===== src/rtl/qdt_pkg.sv =====
// Shared types for the quad down-counter timer.
// Assumes: control byte layout as described in the brief (bit positions are behaviour).
package qdt_pkg;

    localparam int CTRL_W   = 8;
    localparam int EN_BIT   = 7;
    localparam int PER_BIT  = 6;
    localparam int PS_HI    = 3;
    localparam int PS_LO    = 2;
    localparam int WIDE_BIT = 1;
    localparam int ONE_BIT  = 0;

    typedef struct packed {
        logic       en;
        logic       periodic;
        logic [1:0] ps;
        logic       wide;
        logic       oneshot;
    } ctrl_t;

    typedef enum logic [1:0] {
        MODE_FREE     = 2'd0,
        MODE_PERIODIC = 2'd1,
        MODE_ONESHOT  = 2'd2
    } mode_e;

    typedef enum logic [1:0] {
        CREG_LOAD  = 2'd0,
        CREG_VALUE = 2'd1,
        CREG_CTRL  = 2'd2,
        CREG_BG    = 2'd3
    } creg_e;

    typedef enum logic [1:0] {
        SREG_MASK   = 2'd0,
        SREG_RAW    = 2'd1,
        SREG_MASKED = 2'd2,
        SREG_CLEAR  = 2'd3
    } sreg_e;

endpackage


===== src/rtl/qdt_prescaler.sv =====
// Tick generator for one channel: emits a one-cycle step every 1, 2**MID_SHIFT
// or 2**HI_SHIFT cycles. Assumes sel changes only together with restart.
module qdt_prescaler #(
    parameter int MID_SHIFT = 4,
    parameter int HI_SHIFT  = 8
) (
    input  logic       clk,
    input  logic       rst_n,
    input  logic       run,
    input  logic       restart,
    input  logic [1:0] sel,
    output logic       tick_o
);
    localparam int PW = HI_SHIFT;

    logic [PW-1:0] pre_q;
    logic [PW-1:0] limit;

    // Terminal count for the chosen ratio.
    always_comb begin
        case (sel)
            2'b00:   limit = '0;
            2'b01:   limit = PW'((32'd1 << MID_SHIFT) - 32'd1);
            default: limit = '1;
        endcase
    end

    // Divider counter, cleared when stopped, rewritten or at terminal count.
    always_ff @(posedge clk) begin
        if (!rst_n)                              pre_q <= '0;
        else if (!run || restart || pre_q == limit) pre_q <= '0;
        else                                     pre_q <= pre_q + 1'b1;
    end

    assign tick_o = run && !restart && (pre_q == limit);

endmodule


===== src/rtl/qdt_channel.sv =====
// One down-counter channel: start/background values, control byte, mode logic.
// Assumes CNT_W >= NARROW_W and one register write per cycle at most.
module qdt_channel
    import qdt_pkg::*;
#(
    parameter int CNT_W     = 32,
    parameter int NARROW_W  = 16,
    parameter int MID_SHIFT = 4,
    parameter int HI_SHIFT  = 8
) (
    input  logic              clk,
    input  logic              rst_n,
    input  logic              ld_we,
    input  logic              bg_we,
    input  logic              ctrl_we,
    input  logic [CNT_W-1:0]  wdata,
    output logic [CNT_W-1:0]  value_o,
    output logic [CNT_W-1:0]  bg_o,
    output logic [CTRL_W-1:0] ctrl_o,
    output logic              expire_o
);
    ctrl_t            ctrl_q;
    logic [CNT_W-1:0] cnt_q, bg_q, cnt_d;
    logic [CNT_W-1:0] width_mask, eff_cnt, eff_bg;
    logic             tick, expire;
    mode_e            mode;

    qdt_prescaler #(.MID_SHIFT(MID_SHIFT), .HI_SHIFT(HI_SHIFT)) u_pre (
        .clk    (clk),
        .rst_n  (rst_n),
        .run    (ctrl_q.en),
        .restart(ctrl_we),
        .sel    (ctrl_q.ps),
        .tick_o (tick)
    );

    // Mode decode: one-shot outranks periodic.
    always_comb begin
        if (ctrl_q.oneshot)       mode = MODE_ONESHOT;
        else if (ctrl_q.periodic) mode = MODE_PERIODIC;
        else                      mode = MODE_FREE;
    end

    // Width masking of the live count and reload value.
    always_comb begin
        width_mask = ctrl_q.wide ? '1 : CNT_W'({NARROW_W{1'b1}});
        eff_cnt    = cnt_q & width_mask;
        eff_bg     = bg_q & width_mask;
    end

    // Next count on a prescaled step.
    always_comb begin
        expire = 1'b0;
        cnt_d  = cnt_q;
        if (tick) begin
            if (eff_cnt == CNT_W'(1)) begin
                expire = 1'b1;
                case (mode)
                    MODE_PERIODIC: cnt_d = eff_bg;
                    MODE_FREE:     cnt_d = width_mask;
                    default:       cnt_d = '0;
                endcase
            end else if (eff_cnt == '0) begin
                case (mode)
                    MODE_PERIODIC: cnt_d = eff_bg;
                    MODE_FREE:     cnt_d = width_mask;
                    default:       cnt_d = '0;
                endcase
            end else begin
                cnt_d = eff_cnt - CNT_W'(1);
            end
        end
    end

    // Counter and background value storage.
    always_ff @(posedge clk) begin
        if (!rst_n) begin
            cnt_q <= '0;
            bg_q  <= '0;
        end else if (ld_we) begin
            cnt_q <= wdata;
            bg_q  <= wdata;
        end else begin
            cnt_q <= cnt_d;
            if (bg_we) bg_q <= wdata;
        end
    end

    // Control byte storage.
    always_ff @(posedge clk) begin
        if (!rst_n) ctrl_q <= '0;
        else if (ctrl_we)
            ctrl_q <= '{en: wdata[EN_BIT], periodic: wdata[PER_BIT],
                        ps: wdata[PS_HI:PS_LO], wide: wdata[WIDE_BIT],
                        oneshot: wdata[ONE_BIT]};
    end

    assign value_o  = eff_cnt;
    assign bg_o     = bg_q;
    assign ctrl_o   = {ctrl_q.en, ctrl_q.periodic, 2'b00, ctrl_q.ps, ctrl_q.wide, ctrl_q.oneshot};
    assign expire_o = expire && !ld_we;

    // after a periodic expiry the count shows the prior background value.
    a_r6_periodic_reload: assert property (@(posedge clk) disable iff (!rst_n)
        (expire_o && mode == MODE_PERIODIC && !ctrl_we) |=> (value_o == $past(eff_bg)));

    // a one-shot channel resting at zero stays there.
    a_r8_oneshot_holds: assert property (@(posedge clk) disable iff (!rst_n)
        (ctrl_q.en && mode == MODE_ONESHOT && value_o == '0 && !ld_we && !ctrl_we)
        |=> (value_o == '0));

    // a disabled channel keeps its count.
    a_r3_hold_disabled: assert property (@(posedge clk) disable iff (!rst_n)
        (!ctrl_q.en && !ld_we && !ctrl_we) |=> $stable(value_o));

endmodule


===== src/rtl/qdt_irq.sv =====
// Shared interrupt status: raw bits set by channel events, cleared by
// write-one, masked view and OR output. Assumes set outranks clear.
module qdt_irq #(
    parameter int NCH = 4
) (
    input  logic           clk,
    input  logic           rst_n,
    input  logic [NCH-1:0] set_i,
    input  logic           clr_we,
    input  logic [NCH-1:0] clr_bits,
    input  logic           mask_we,
    input  logic [NCH-1:0] mask_wdata,
    output logic [NCH-1:0] raw_o,
    output logic [NCH-1:0] mask_o,
    output logic [NCH-1:0] masked_o,
    output logic           irq_o
);
    logic [NCH-1:0] raw_q, mask_q, clr_eff;

    assign clr_eff = clr_we ? clr_bits : '0;

    // Raw status update, set wins over clear.
    always_ff @(posedge clk) begin
        if (!rst_n) raw_q <= '0;
        else        raw_q <= (raw_q & ~clr_eff) | set_i;
    end

    // Interrupt mask storage.
    always_ff @(posedge clk) begin
        if (!rst_n)       mask_q <= '0;
        else if (mask_we) mask_q <= mask_wdata;
    end

    assign raw_o    = raw_q;
    assign mask_o   = mask_q;
    assign masked_o = raw_q & mask_q;
    assign irq_o    = |masked_o;

    // a raised event is visible next cycle, even under a clear.
    a_r10_set_wins: assert property (@(posedge clk) disable iff (!rst_n)
        (|set_i) |=> ((raw_q & $past(set_i)) == $past(set_i)));

    // a clear with no concurrent event empties those bits.
    a_r10_clear_only: assert property (@(posedge clk) disable iff (!rst_n)
        (|(clr_eff & ~set_i)) |=> ((raw_q & $past(clr_eff & ~set_i)) == '0));

endmodule


===== src/rtl/quad_down_timer.sv =====
// Top: address decode, NCH channel instances, shared interrupt status and
// registered read port. Assumes DATA_W == CNT_W and NCH < 2**(ADDR_W-4) - 1.
module quad_down_timer
    import qdt_pkg::*;
#(
    parameter int NCH          = 4,
    parameter int ADDR_W       = 8,
    parameter int DATA_W       = 32,
    parameter int NARROW_W     = 16,
    parameter int PS_MID_SHIFT = 4,
    parameter int PS_HI_SHIFT  = 8
) (
    input  logic              clk,
    input  logic              rst_n,
    input  logic [ADDR_W-1:0] bus_addr,
    input  logic [DATA_W-1:0] bus_wdata,
    input  logic              bus_we,
    input  logic              bus_re,
    output logic [DATA_W-1:0] bus_rdata,
    output logic              irq_o
);
    localparam int BLK_W = ADDR_W - 4;
    localparam int CNT_W = DATA_W;

    logic [BLK_W-1:0] blk;
    logic [1:0]       word;
    logic             shared_sel;
    logic [NCH-1:0]   ch_sel;
    logic             addr_unused;

    logic [CNT_W-1:0]  ch_value [NCH];
    logic [CNT_W-1:0]  ch_bg    [NCH];
    logic [CTRL_W-1:0] ch_ctrl  [NCH];
    logic [NCH-1:0]    ch_expire;
    logic [NCH-1:0]    raw, mask, masked;
    logic [DATA_W-1:0] rd_d;

    assign blk         = bus_addr[ADDR_W-1:4];
    assign word        = bus_addr[3:2];
    assign shared_sel  = (blk == '0);
    assign addr_unused = ^bus_addr[1:0];

    genvar g;
    generate
        for (g = 0; g < NCH; g++) begin : g_ch
            assign ch_sel[g] = (blk == BLK_W'(g + 1));
            qdt_channel #(
                .CNT_W(CNT_W), .NARROW_W(NARROW_W),
                .MID_SHIFT(PS_MID_SHIFT), .HI_SHIFT(PS_HI_SHIFT)
            ) u_ch (
                .clk     (clk),
                .rst_n   (rst_n),
                .ld_we   (bus_we && ch_sel[g] && word == CREG_LOAD),
                .bg_we   (bus_we && ch_sel[g] && word == CREG_BG),
                .ctrl_we (bus_we && ch_sel[g] && word == CREG_CTRL),
                .wdata   (bus_wdata),
                .value_o (ch_value[g]),
                .bg_o    (ch_bg[g]),
                .ctrl_o  (ch_ctrl[g]),
                .expire_o(ch_expire[g])
            );
        end
    endgenerate

    qdt_irq #(.NCH(NCH)) u_irq (
        .clk       (clk),
        .rst_n     (rst_n),
        .set_i     (ch_expire),
        .clr_we    (bus_we && shared_sel && word == SREG_CLEAR),
        .clr_bits  (bus_wdata[NCH-1:0]),
        .mask_we   (bus_we && shared_sel && word == SREG_MASK),
        .mask_wdata(bus_wdata[NCH-1:0]),
        .raw_o     (raw),
        .mask_o    (mask),
        .masked_o  (masked),
        .irq_o     (irq_o)
    );

    // Read multiplexer over shared and per-channel registers.
    always_comb begin
        rd_d = '0;
        if (shared_sel) begin
            case (word)
                SREG_MASK:   rd_d = DATA_W'(mask);
                SREG_RAW:    rd_d = DATA_W'(raw);
                SREG_MASKED: rd_d = DATA_W'(masked);
                default:     rd_d = '0;
            endcase
        end
        for (int i = 0; i < NCH; i++) begin
            if (ch_sel[i]) begin
                case (word)
                    CREG_LOAD:  rd_d = ch_bg[i];
                    CREG_VALUE: rd_d = ch_value[i];
                    CREG_CTRL:  rd_d = DATA_W'(ch_ctrl[i]);
                    default:    rd_d = ch_bg[i];
                endcase
            end
        end
    end

    // Registered read data, held between strobes.
    always_ff @(posedge clk) begin
        if (!rst_n)      bus_rdata <= '0;
        else if (bus_re) bus_rdata <= rd_d;
    end

    // read data only changes on a read strobe.
    a_r2_read_holds: assert property (@(posedge clk) disable iff (!rst_n)
        !bus_re |=> $stable(bus_rdata));

endmodule


===== config.mk =====
export PLATFORM = sky130hd
export DESIGN_NAME = quad_down_timer
export DESIGN_NICKNAME = d
export VERILOG_FILES = /design/src/rtl/qdt_pkg.sv /design/src/rtl/qdt_prescaler.sv /design/src/rtl/qdt_channel.sv /design/src/rtl/qdt_irq.sv /design/src/rtl/quad_down_timer.sv
export SDC_FILE = /design/constraint.sdc
export NUM_CORES = 1
export LEC_CHECK = 0
export CAP_MARGIN = 0
export CORE_MARGIN = 5
export CORE_UTILIZATION = 40
export CTS_CLUSTER_SIZE = 10
export DETAILED_ROUTE_END_ITERATION = 16
export SYNTH_ARGS = -nofsm -noshare
export SYNTH_HDL_FRONTEND = slang
export SYNTH_SLANG_ARGS = --single-unit

===== constraint.sdc =====
create_clock -name clk -period 5.23 [get_ports clk]
set_clock_uncertainty 0.05 [all_clocks]
set_input_delay 1.046 -clock clk [delete_from_list [all_inputs] [get_ports clk]]
set_output_delay 1.046 -clock clk [all_outputs]
set_load 0.01 [all_outputs]

### After elaboration in Yosys (flattened, before gate mapping)

Cells that the tools add are included.
W data, S select, Z words.

| word-level totals | value |
|---|---|
| logic and storage cells | 220 |
| memories | 0 |
| output and inout bits | 33 |
| input port bits | 44 |
| bits in latches | 0 |
| memory bits (writable) | 0 |
| ROM bits | 0 |
| bits in registers | 352 |

| operators by class | value |
|---|---|
| order comparisons | 0 |
| add/sub/neg operators | 8 |
| div/mod/pow operators | 0 |
| muxes and demuxes | 63 |
| shift operators | 0 |
| bitwise gates (word level) | 13 |
| reduce and logical (&&, ||, !) cells | 78 |
| multipliers | 0 |
| equality and inequality tests | 23 |

Operator list:

| kind | count |
|---|---|
| $mux W32 | 32 |
| $pmux W32 S2 | 8 |
| $and A32 B32 Y32 | 8 |
| $eq A32 B1 Y1 const B | 4 |
| $logic_not A32 Y1 | 4 |
| $sub A32 B1 Y32 const B | 4 |
| $pmux W8 S2 | 4 |
| $add A8 B1 Y8 const B | 4 |
| $eq A8 B8 Y1 | 4 |
| $logic_and A1 B1 Y1 | 31 |
| $eq A2 B1 Y1 const B | 9 |
| $logic_not A2 Y1 | 9 |
| $reduce_bool A2 Y1 | 8 |
| $logic_not A1 Y1 | 12 |
| $mux W1 | 12 |
| $pmux W4 S3 | 1 |
| $and A4 B4 Y4 | 2 |
| $eq A4 B2 Y1 const B | 2 |
| $logic_or A1 B1 Y1 | 8 |
| $mux W2 | 4 |
| $mux W4 | 2 |
| $reduce_or A2 Y1 | 4 |
| $eq A2 B2 Y1 const B | 2 |
| $eq A4 B1 Y1 const B | 1 |
| 6 further kinds | 6 |

### Longest topological paths before layout

| logic depth | value |
|---|---|
| depth in word-level cells | 9 |
| gate-level depth with buffers | 12 |
| gate-level depth less buffers | 9 |

### Cells and area by module

A second synthesis with hierarchy kept.

| second synthesis, totals | value |
|---|---|
| cells, all modules | 3183 |
| area total of the unflattened synthesis | 22870.7 µm² |

Modules (own cells, without submodules):

| module | area each (µm²) | cells each | sequential area each (µm²) | times used |
|---|---|---|---|---|
| qdt_channel | 4224.1 | 579 | 1401.3 | 4 |
| quad_down_timer | 4165.2 | 669 | 640.6 | 1 |
| qdt_prescaler | 370.4 | 41 | 160.2 | 4 |
| qdt_irq | 327.8 | 34 | 160.2 | 1 |

### Worst setup path after synthesis

No wires, ideal clock.

| path | value |
|---|---|
| path type | input-to-reg |
| start point | input bus_addr[6] |
| end point | register g_ch[1].u_ch.cnt_q[16] |
| stages | 9 |
| setup slack | 1840 ps |
| arrival | 3203 ps |
| buffers on the path | 3 |
| data required time | 5044 ps |
| setup time | 136 ps |
| cells stage by stage | clkbuf_1 nor4b_2 nand3_1 nand4_1 clkbuf_1 buf_1 a21oi_1 o22ai_1 o22ai_1 |

| between the ends | value |
|---|---|
| cells in the longest elaborated chain, start to end | 7 |
| elaborated cells between the ends (all ways) | 9 |
| those cells by class | 1 x eq/ne; 1 x mux; 7 x reduce/logical |

Ends and longest elaborated chain:

| item | line | RTL |
|---|---|---|
| start: declaration | quad_down_timer.sv:15 | `input logic [ADDR_W-1:0] bus_addr,` |
| $eq A4 B2 Y1 (*) | quad_down_timer.sv:46 | `assign ch_sel[g] = (blk == BLK_W'(g + 1));` |
| $logic_and A1 B1 Y1 (*) | quad_down_timer.sv:53, quad_down_timer.sv:55 |  |
| $logic_and A1 B1 Y1 | quad_down_timer.sv:55 | `.ctrl_we (bus_we && ch_sel[g] && word == CREG_CTRL),` |
| $logic_not A1 Y1 | qdt_prescaler.sv:35 | `assign tick_o = run && !restart && (pre_q == limit);` |
| $logic_and A1 B1 Y1 (2 in series) | qdt_prescaler.sv:35 |  |
| $reduce_bool A2 Y1 (no line) | - |  |
| end signal: assignment | qdt_channel.sv:81 | `cnt_q <= wdata;` |
| end signal: assignment | qdt_channel.sv:84 | `cnt_q <= cnt_d;` |
| end: declaration | qdt_channel.sv:23 | `logic [CNT_W-1:0] cnt_q, bg_q, cnt_d;` |

Mark *: on every way between the ends. The rest lies on a longest branch, timed or not.
A chain may end at the register's enable or synchronous reset.

### Worst setup path in the final report

| path | value |
|---|---|
| start point | input bus_addr[2] |
| end point | register u_irq.raw_q[3], in the netlist u_irq.raw_o[3] |

| between the ends | value |
|---|---|
| cells in the longest elaborated chain, start to end | 8 |
| elaborated cells between the ends (all ways) | 16 |
| those cells by class | 2 x eq/ne; 2 x mux; 3 x bitwise; 9 x reduce/logical |

Ends and longest elaborated chain:

| item | line | RTL |
|---|---|---|
| $eq A2 B2 Y1 | quad_down_timer.sv:55 |  |
| $logic_and A1 B1 Y1 | quad_down_timer.sv:55 |  |
| $logic_not A1 Y1 | qdt_prescaler.sv:35 |  |
| $logic_and A1 B1 Y1 (2 in series) | qdt_prescaler.sv:35 |  |
| $mux W1 | qdt_channel.sv:55 | `if (tick) begin` |
| $logic_and A1 B1 Y1 | qdt_channel.sv:101 | `assign expire_o = expire && !ld_we;` |
| $or A4 B4 Y4 (*) | qdt_irq.sv:25 | `else raw_q <= (raw_q & ~clr_eff) \| set_i;` |
| end signal: assignment | qdt_irq.sv:25 |  |
| end: declaration | qdt_irq.sv:18 | `logic [NCH-1:0] raw_q, mask_q, clr_eff;` |

Marks and branches as above.

==> results.cfg <==
[place]
place_congestion = 1.05
placed_cell_area_um2 = 22100
dp_hpwl_mm = 62.5
port_buffers = 74

[drt]
ant_nets = 0
vias = 23200
wl_mm = 90.1
dr.pass1.iters = 6
drtIter0Drc = 3007
drc_errors = 0
wire_per_inst_um = 25.4
vias_per_cell = 6.54

[grt]
grt_pass1_wl_mm = 134
grt_use_total_pct = 30.2
grt_pass1_vias = 21200
grt_max_degree = 129
grt_remaining_overflow = 0
antenna_found_initial = 3

[pwr]
pwr-share-comb_pct = 13.8
peakVddDrop_mv = 0.202
seq_power_share_pct = 42.5
leakagePower_uw = 0.00822
switchingPower_uw = 1880
internal_power_uw = 4580
power_frac_clock_pct = 43.7
power.density_nw_per_um2 = 276
switching_share_pct = 29.1

[floorplan]
num_io_pins = 77
dieArea_um2 = 56700
die_w_um = 238
row_count = 83
core-area_um2 = 51400
die_height_um = 238
start_util_pct = 40.5

[timing]
fin_crit_sh_pct = 72.5
rsz0062_at_grt = false
fmaxAchievable_mhz = 264
tightest_slew_ns = 1.19
fin_crit_ns = 3.79
slew_headroom_pct = 20.0
maxSlewViolCount = 0
finalSetupViolCount = 0
tns_ns = 0
hold_viol_final = 0

[worst_setup_path]
crit_arrival_ns = 4.26
required_ns = 5.70
cp_slowest_stage_delay_ns = 0.75
critPathCaptureType = flip-flop
worstSetupPathType = input pin to flip-flop
cp_cell_sequence = clkdlybuf4s50_1, inv_1, ha_1, nand3_1, nand4_1, nor2_1, nand4_1, a21oi_1
crit_path_frequent_cell = nand4_1
path_max_fanout = 12
critPathLaunchType = input pin
critical_path.slowest_cell = nor2_1

[hold_path]
hp-class = flip-flop to flip-flop

[logic_synthesis]
ys_warn_count = 0
synth_nets = 2967
synthFlopType = dfxtp_1
synthCells = 2907
netlist_area_um2 = 20800
synth_top_area_share_pct = 33.9
synthMostInstantiatedCell = nand2_1
synth_area_leader_cell = dfxtp_1
synthArstFlopShare_pct = 0
postSynthAreaPerCell_um2 = 7.16
ys_top_cells_by_count = nand2_1, dfxtp_1, a21oi_1, nor2_1, clkbuf_1
seq_area_frac_synth_pct = 33.9
synthTopCellsByArea = dfxtp_1, nand2_1, a21oi_1, o21ai_0, nor2_1
synth_seq_cells = 352
synth-edff-count = 0
yosysUniqueCellTypes = 80

[finish]
fillers = 5274
final_area_um2 = 23400
drive_above_1_share_pct = 5.96
syn_to_final_growth_pct = 12.3
nNetsFinal = 2909

[clock_tree]
cts_inserted_buffers = 44
cts_sinks = 352
worstSkewPairLatency_ns = 0.59
clk_path_buf_depth = 3
cts_setup_buffers = 0
cts_root_buffer = clkbuf_16
htreeDepth = 2
tritoncts = built
ctsResizeCount = 0
clk_pin_slew_ns = 0.06
cts_hold_buffers = 0

[run]
maxCapViolCount = 0

[run_status]
status = finished, final reports clean
routing by layer:
metal / vias up / GRT usage (%) / wire [µm]
met1: 11000 / 42.9 / 37600
met5: - / 0 / 23
met2: 1450 / 43.4 / 37300
li1: 10500 / - / -
met3: 251 / 6.16 / 9990
met4: 4 / 15.4 / 5160
critical path: cells and delay by family:
family          cells  cell delay (ns)
simple gates        4             1.95
buf+inv             2             0.65
compound gates      1             0.19
fa+ha+maj           1             0.41
power by group through the flow:
stage	Sequential, µW	Combinational (µW)	Clock, µW
6_report	2740	891	2820
5_1_grt	2750	935	2970
4_1_cts	2740	861	2860
3_5_place_dp	2800	857	0
3_3_place_gp	2800	851	0
2_1_floorplan	2790	516	0
cell type report:
class,count,area [µm²],share of cell area (%)
Antenna cell,1,2.50,0.0107
Clock inverter,8,55.1,0.236
Inverter,42,163,0.696
Multi-Input combinational cell,2258,12700,54.3
Timing Repair Buffer,151,1350,5.79
Sequential cell,352,7050,30.1
Tap cell,680,851,3.64
Clock buffer,59,1210,5.17
registers in the layout, indices dropped and copies added (netlist names):
signal	count
g_ch.u_ch.bg_o	128
g_ch.u_ch.cnt_q	128
bus_rdata	32
g_ch.u_ch.u_pre.pre_q	32
g_ch.u_ch.ctrl_o	24
u_irq.mask_o	4
u_irq.raw_o	4
stage by stage:
step                      hold slack, ns  setup WS, ns  utilization [%]  instances  total power, µW
after floorplan                    0.380          1.84                -       2907             3310
after global placement             0.392          1.09             43.0       3483             3650
after detailed placement           0.400          1.00             43.0       3483             3660
after CTS                          0.408          1.61             45.5       3550             6460
after global routing               0.428          1.26             45.5       3550             6650
final                              0.406          1.44             45.5       3551             6460
layout by cell type (no fill, tap or decap), types with 25 or more instances in the layout:
cell type,instances
nand2_1,511
dfxtp_1,352
a21oi_1,309
nor2_1,270
o21ai_0,224
nand3_1,82
buf_4,75
clkdlybuf4s50_1,73
a221oi_1,67
nor3_1,63
o211ai_1,54
mux2i_1,45
clkbuf_16,44
o22ai_1,42
a31oi_1,42
a22oi_1,40
inv_1,39
or4_1,33
nand2b_1,33
xnor2_1,30
o31ai_1,29
or3_1,27
nand4_1,26
nor4_1,26
a211oi_1,25
worst paths after layout:
check | startpoint | to | slack (ns) | cells past startpoint
max | bus_addr[2] | u_irq.raw_o[3] | 1.44 | 8
min | g_ch[3].u_ch.bg_o[29] | g_ch[3].u_ch.bg_o[29] | 0.41 | 2
max reg2reg | g_ch[2].u_ch.cnt_q[16] | g_ch[2].u_ch.cnt_q[15] | 1.53 | 8
min reg2reg | g_ch[3].u_ch.bg_o[29] | g_ch[3].u_ch.bg_o[29] | 0.41 | 2
cells by family (layout without fill, tap and decap cells):
group | Yosys count | in the layout | share of synthesized area [%]
multiplexers | 47 | 47 | 2.27
AO/OA/AOI/OAI | 991 | 991 | 30.2
other | 0 | 1 | 0
buffers and inverters | 297 | 260 | 5.51
XOR/XNOR | 49 | 49 | 2.06
adder cells (fa/ha/maj) | 16 | 16 | 0.962
AND/OR/NAND/NOR | 1155 | 1155 | 25.1
flip-flops | 352 | 352 | 33.9
Power figures use the tool's default switching activity.
